==> config.mk <==
export PLATFORM = sky130hd
export DESIGN_NAME = kbd_ascii_xlate
export DESIGN_NICKNAME = d
export VERILOG_FILES = /design/src/rtl/kbd_ascii_xlate.sv
export SDC_FILE = /design/constraint.sdc
export NUM_CORES = 1
export LEC_CHECK = 0
export ABC_CLOCK_PERIOD_IN_PS = 7000
export BUFFER_PORTS_ARGS = -buffer_cell sky130_fd_sc_hd__clkbuf_2
export CORE_MARGIN = 8
export CORE_UTILIZATION = 59
export DETAILED_ROUTE_END_ITERATION = 8
export PLACE_DENSITY = 0.78
export SYNTH_ARGS = -nofsm -noshare
export SYNTH_HDL_FRONTEND = slang
export SYNTH_SLANG_ARGS = --single-unit
==> constraint.sdc <==
create_clock -name clk -period 7 [get_ports clk]
set_input_delay 1.05 -clock clk [delete_from_list [all_inputs] [get_ports clk]]
set_output_delay 1.05 -clock clk [all_outputs]
set_load 0.01 [all_outputs]
==> src/rtl/kbd_ascii_xlate.sv <==
module kbd_ascii_xlate #(
  parameter int PAUSE_TAIL = 7
) (
  input  logic       clk,
  input  logic       rst,
  input  logic       byte_valid,
  input  logic [7:0] byte_data,
  output logic       char_valid,
  output logic [6:0] char_code
);
  localparam int CW = $clog2(PAUSE_TAIL + 1);
  localparam logic [7:0] BRK = 8'hF0, PFX_EXT = 8'hE0, PFX_PAU = 8'hE1;
  localparam logic [7:0] SH_L = 8'h12, SH_R = 8'h59;

  typedef enum logic [1:0] {M_NORM = 2'd0, M_EXT = 2'd1, M_PAUSE = 2'd2} mode_t;

  function automatic logic [6:0] plain_key(input logic [6:0] c);
    case (c)
      7'h1C: return 7'h61; 7'h32: return 7'h62; 7'h21: return 7'h63; 7'h23: return 7'h64;
      7'h24: return 7'h65; 7'h2B: return 7'h66; 7'h34: return 7'h67; 7'h33: return 7'h68;
      7'h43: return 7'h69; 7'h3B: return 7'h6A; 7'h42: return 7'h6B; 7'h4B: return 7'h6C;
      7'h3A: return 7'h6D; 7'h31: return 7'h6E; 7'h44: return 7'h6F; 7'h4D: return 7'h70;
      7'h15: return 7'h71; 7'h2D: return 7'h72; 7'h1B: return 7'h73; 7'h2C: return 7'h74;
      7'h3C: return 7'h75; 7'h2A: return 7'h76; 7'h1D: return 7'h77; 7'h22: return 7'h78;
      7'h35: return 7'h79; 7'h1A: return 7'h7A;
      7'h45: return 7'h30; 7'h16: return 7'h31; 7'h1E: return 7'h32; 7'h26: return 7'h33;
      7'h25: return 7'h34; 7'h2E: return 7'h35; 7'h36: return 7'h36; 7'h3D: return 7'h37;
      7'h3E: return 7'h38; 7'h46: return 7'h39;
      7'h0E: return 7'h60; 7'h4E: return 7'h2D; 7'h55: return 7'h3D; 7'h54: return 7'h5B;
      7'h5B: return 7'h5D; 7'h5D: return 7'h5C; 7'h4C: return 7'h3B; 7'h52: return 7'h27;
      7'h41: return 7'h2C; 7'h49: return 7'h2E; 7'h4A: return 7'h2F;
      7'h29: return 7'h20; 7'h5A: return 7'h0D; 7'h0D: return 7'h09; 7'h66: return 7'h08;
      7'h76: return 7'h1B;
      default: return 7'h00;
    endcase
  endfunction

  function automatic logic [6:0] shift_key(input logic [6:0] c);
    logic [6:0] p;
    case (c)
      7'h45: return 7'h29; 7'h16: return 7'h21; 7'h1E: return 7'h40; 7'h26: return 7'h23;
      7'h25: return 7'h24; 7'h2E: return 7'h25; 7'h36: return 7'h5E; 7'h3D: return 7'h26;
      7'h3E: return 7'h2A; 7'h46: return 7'h28;
      7'h0E: return 7'h7E; 7'h4E: return 7'h5F; 7'h55: return 7'h2B; 7'h54: return 7'h7B;
      7'h5B: return 7'h7D; 7'h5D: return 7'h7C; 7'h4C: return 7'h3A; 7'h52: return 7'h22;
      7'h41: return 7'h3C; 7'h49: return 7'h3E; 7'h4A: return 7'h3F;
      default: begin
        p = plain_key(c);
        return (p >= 7'h61 && p <= 7'h7A) ? p - 7'h20 : p;
      end
    endcase
  endfunction

  logic [6:0] rom [256];
  for (genvar i = 0; i < 256; i++) begin : g_rom
    if (i >= 128) begin : g_hi
      assign rom[i] = shift_key(7'(i - 128));
    end else begin : g_lo
      assign rom[i] = plain_key(7'(i));
    end
  end

  mode_t         mode_q;
  logic [7:0]    prev_q;
  logic          shift_q;
  logic [CW-1:0] skip_q;

  logic       after_brk, is_shift, emit;
  logic [6:0] lut;

  assign after_brk = (prev_q == BRK);
  assign is_shift  = (byte_data == SH_L) || (byte_data == SH_R);
  assign lut       = rom[{shift_q, byte_data[6:0]}];
  assign emit      = byte_valid && (mode_q == M_NORM) && !byte_data[7] && !after_brk && (lut != 7'h00);

  always_ff @(posedge clk) begin
    if (rst) begin
      mode_q     <= M_NORM;
      prev_q     <= 8'h00;
      shift_q    <= 1'b0;
      skip_q     <= '0;
      char_valid <= 1'b0;
      char_code  <= 7'h00;
    end else begin
      char_valid <= emit;
      if (emit) char_code <= lut;
      if (byte_valid) begin
        case (mode_q)
          M_NORM: begin
            prev_q <= byte_data;
            if (byte_data == PFX_EXT) mode_q <= M_EXT;
            else if (byte_data == PFX_PAU) begin
              mode_q <= M_PAUSE;
              skip_q <= CW'(PAUSE_TAIL);
            end else if (is_shift) shift_q <= !after_brk;
          end
          M_EXT: begin
            if (byte_data != BRK) begin
              mode_q <= M_NORM;
              prev_q <= 8'h00;
            end
          end
          default: begin
            skip_q <= skip_q - 1'b1;
            if (skip_q <= CW'(1)) begin
              mode_q <= M_NORM;
              prev_q <= 8'h00;
            end
          end
        endcase
      end
    end
  end
endmodule

=== Word-level counts from Yosys, hierarchy flattened ===
Memories as Yosys holds them, arrays and structs flattened.
Index checks and enable logic that the tools add are counted.

* Bits in registers: 22
* Memory bits (read-only): 1792
* Bits of input ports: 11
* Memories kept: 1
* Output and inout port bits: 8

* Add/sub/neg operators: 1
* Equal/unequal tests: 11
* Muxes and demuxes: 13
* Magnitude comparators: 2
* Reduce and logical (&&, ||, !) cells: 14
* Bitwise operators: 4

{| class="wikitable"
|+ Memories
! name !! depth !! bits a word !! read ports !! clocked after Yosys merged registers in !! wr ports !! line !! source
|-
| (name not given) || 256 || 7 || 1 || 0 || 0 || 73 || <nowiki>assign lut = rom[{shift_q, byte_data[6:0]}];</nowiki>
|}

{| class="wikitable"
|+ Operators with widths
! kind !! count
|-
| 8-bit == test, second input constant || 3
|-
| 8-bit two-way mux || 2
|-
| 8-bit case mux with 2 select lines || 1
|-
| 7-bit two-way mux || 2
|-
| 9-bit >= comparator, second input constant || 1
|-
| 8-bit NOT with 9-bit output || 1
|-
| 8-bit by 5-bit == test with 1-bit output, second input constant || 1
|-
| 8-bit by 7-bit == test with 1-bit output, second input constant || 1
|-
| 2-bit two-way mux || 4
|-
| 8-bit inequality test, second input constant || 1
|-
| 4-bit AND reduction || 2
|-
| 7-bit nonzero test || 1
|-
| 3-bit two-way mux || 2
|-
| 3-bit case mux with 2 select lines || 1
|-
| 5-bit AND reduction || 1
|-
| 1-bit logical AND || 4
|-
| 2-bit inequality test, second input constant || 2
|-
| 2-bit case mux with 2 select lines || 1
|-
| 3-bit by 1-bit <= comparator with 1-bit output, second input constant || 1
|-
| 3-bit by 1-bit inequality test with 1-bit output, second input constant || 1
|-
| 1-bit NOT || 3
|-
| 3-bit AND reduction || 1
|-
| 3-bit nonzero test || 1
|-
| 3-bit by 1-bit subtractor with 3-bit output, second input constant || 1
|-
| other kinds (5) || 6
|}

=== Depth between registers and ports, before layout ===
* Depth after elaboration: 6
* Mapped depth: 13
* Mapped depth without buffers: 10

=== Worst setup path before layout ===
No wires, ideal clock.

* Kind: input-to-reg
* Start point: in byte_data[2]
* End point: reg char_code[2]
* Buffers on the path: 3
* Arrival time: 3.343 ns
* Setup time: 0.058 ns
* Stages on the path: 12
* Slack: 3.598 ns
* Required time: 6.942 ns
* Cell sequence: buf_6 buf_8 buf_6 clkinv_1 ha_1 mux4_2 a32oi_1 o211ai_1 a2111oi_4 and4_4 nand2b_4 a31o_1

* Longest elaborated chain between the ends: 6

{| class="wikitable"
|+ Ends and longest elaborated chain
! what !! line !! source
|-
| start, declared || 7 || <nowiki>input logic [7:0] byte_data,</nowiki>
|-
| 8-bit NOT with 9-bit output (not written as such) (*) || 73 ||
|-
| memory 256 x 7 bit (*) || -- ||
|-
| 7-bit two-way mux (not written as such) (*) (2 in series) || 73 ||
|-
| 7-bit nonzero test || 74 || <nowiki>assign emit = byte_valid && (mode_q == M_NORM) && !byte_data[7] && !after_brk && (lut != 7'h00);</nowiki>
|-
| 1-bit logical AND || 74 ||
|-
| end signal, assigned || 86 || <nowiki>if (emit) char_code <= lut;</nowiki>
|-
| end, declared || 9 || <nowiki>output logic [6:0] char_code</nowiki>
|}

Mark *: on every way between the ends. The rest lies on a longest branch, timed or not. The select of a mux whose other input is x is not followed.
A chain may end at the register's enable or synchronous reset.

=== Worst setup path in the final report ===
* Start point: in byte_data[2]
* End point: reg char_code[0]

The elaborated chain is that of the path after synthesis.

==> results_dict.tcl <==
set metrics [dict create \
    cts_resized 0 \
    antenna_left 0 \
    rsz0062_at_grt "false" \
    core.rowCount 24 \
    cts_root_buf "clkbuf_8" \
    hp-class "flip-flop to flip-flop" \
    min_period_ns 4.053 \
    start_util 0.6015 \
    arrival_ns 4.26 \
    worst_slew_margin_rel 0.3141 \
    setup_viol 0 \
    cp-start-kind "input port" \
    io_pins 19 \
    dpl_cell_area_mm2 0.002519 \
    setup_tns_ns 0 \
    ys_seq_area_frac 0.1717 \
    status "complete, no violations" \
    cts.htree.levels 1 \
    drtPass1Iterations 5 \
    syn-num-nets 376 \
    slew_violations 0 \
    core_mm2 0.004264 \
    setup_slack_ns 2.947 \
    postCtsHoldBufs 0 \
    yosysWarnings 0 \
    gr-total-overflow 0 \
    worstMarginPinSlew_ns 1.029 \
    reg2regPathDepth 8 \
    die_area_mm2 0.006713 \
    syn_area_per_cell_um2 7.225 \
    groute.usage.overall 0.2305 \
    route.detailed.drc 0 \
    synthTopCellsByCount "35 x a21oi_1, 30 x nand2_1, 30 x nor2_1, 22 x dfxtp_1, 21 x nand2b_1" \
    dr_total_vias 2776 \
    gp_congestion 0.9640 \
    ir_drop_v 0.0001112 \
    fin_util 0.6074 \
    cap_violations 0 \
    drt_iter0_markers 346 \
    timing.hold.ws_ns 0.4584 \
    crit_required_ns 7.21 \
    antenna_found_initial 0 \
    end_kind "flip-flop" \
    avgRoutedWirePerCell_um 19.07 \
    grt_pass1_wl_um 12520 \
    fin_skew_ns 0.009783 \
    synth_top_area_share 0.1717 \
    grt_pass1_vias 2522 \
    yosysUniqueCellTypes 67 \
    synthCells 355 \
    synthArstFlopShare 0 \
    num_antenna_cells 0 \
    critPathMaxFanout 53 \
    post_synth_instance_area_mm2 0.002565 \
    synth.most_common_cell "a21oi_1" \
    vias_per_cell 7.046 \
    wl_um 7515 \
    yosys_register_bits 22 \
    grt_max_degree 54 \
    design_area_mm2 0.002590 \
    fp.dieH_um 81.94 \
    post-cts-setup-buffer-count 0 \
    fmax_ghz 0.2467 \
    dpl.hpwl_um 5010 \
    layout.nets 364 \
    synth_edf_count 0 \
    synth_area_leader_cell "dfxtp_1" \
    fp.dieW_um 81.94 \
    cts.sink_count 22 \
    hold_violations 0 \
    cts_tree "yes" \
    fillCellCount 404 \
    path_clk_slew_ns 0.09 \
    clk_latency_ns 0.27 \
    ys.flop_type "dfxtp_1" \
    cts_made_buffers 3 \
    layout-drive-gt1-share 0.1082 \
    period_share 0.5790 \
    min_path_cells 2 \
    ctsLongestPathBuffers 2 \
    place_ws_ns 2.785 \
    p_leak_uw 0.0009287 \
    power.density_mw_per_mm2 143.8 \
    areaGrowthSynthToFinish_pct 0.9755 \
    path_class "input port to flip-flop" \
    synthTopCellsByArea "dfxtp_1 17%, a21oi_1 6.8%, nand2b_1 5.1%" \
    port_buffers 18 \
]
## path summary, 6_finish.rpt
| path | slack [ns] | from | end |
|---|---|---|---|
| setup / recovery | 2.95 | byte_data[2] | char_code[0] |
| hold / removal | 0.46 | prev_q[6] | prev_q[6] |
| setup reg to reg | 4.01 | shift_q | char_code[0] |
| hold reg to reg | 0.46 | prev_q[6] | prev_q[6] |
## layout make-up
cell class	count	area, um^2	area share
flip-flops and latches	22	440.4	0.1700
repair buffers	18	90.09	0.03478
well taps	52	65.06	0.02512
clock inverters	1	30.03	0.01159
multi-input cells	285	1874	0.7237
clock buffers	3	41.29	0.01594
inverters	13	48.80	0.01884
## metrics by stage
step | instances | total power (uW)
after floorplan | 355 | 227.8
after global placement | 390 | 249.2
after detailed placement | 390 | 250.6
after CTS | 394 | 369.3
after global routing | 394 | 388.4
final | 394 | 372.3
## critical path, stage by stage
cell and delay, ns:
clkbuf_2 0.75, clkinv_1 0.23, ha_1 0.28, mux4_2 0.49
a32oi_1 0.20, o211ai_1 0.18, a2111oi_4 0.43, and4_4 0.33
nand2b_4 0.14, o211a_1 0.14
## cell families (layout without fill, tap and decap cells)
logic type / after synthesis / after routing / synth area share
AOI/OAI and AO/OA: 118 / 118 / 0.3229
and+or+nand+nor: 147 / 147 / 0.3059
buffers and inverters: 48 / 35 / 0.09756
xor gates and xnor gates: 2 / 2 / 0.006831
DFF: 22 / 22 / 0.1717
adders and majority gates: 10 / 10 / 0.04878
muxes: 8 / 8 / 0.04634
## placed cells by master, fill, tap and decap left out, types with 6 or more instances in the layout
master,count
inv_1,10
nand2_1,30
a21oi_1,35
clkbuf_2,18
a211oi_1,9
nand4_1,6
nor3_1,16
ha_1,10
nand2b_1,21
nand3b_1,10
o211ai_1,6
nor2_1,30
dfxtp_1,22
o21ai_0,15
nand3_1,13
## state kept, by name, indices dropped and copies added (netlist names)
name        cells
prev_q          8
char_code       7
skip_q          3
mode_q          2
char_valid      1
shift_q         1
## metal layers
layer / wire length [um] / part of all wire / track usage / vias to the layer above
li1: - / - / - / 1293
met1: 3182 / 0.42 / 0.3227 / 1296
met2: 3394 / 0.45 / 0.3481 / 156
met3: 657 / 0.087 / 0.02735 / 31
met4: 280 / 0.037 / 0.09474 / 0
met5: 0 / 0 / 0 / -
## where the power goes
group / leakage [uW] / total (uW) / internal, uW / switching [uW]
logic: 0.000713 / 119 / 41.8 / 77.4
clock network: 0.0000357 / 121 / 76.5 / 44.1
registers: 0.000179 / 133 / 130 / 2.57
Power figures use the tool's default switching activity.
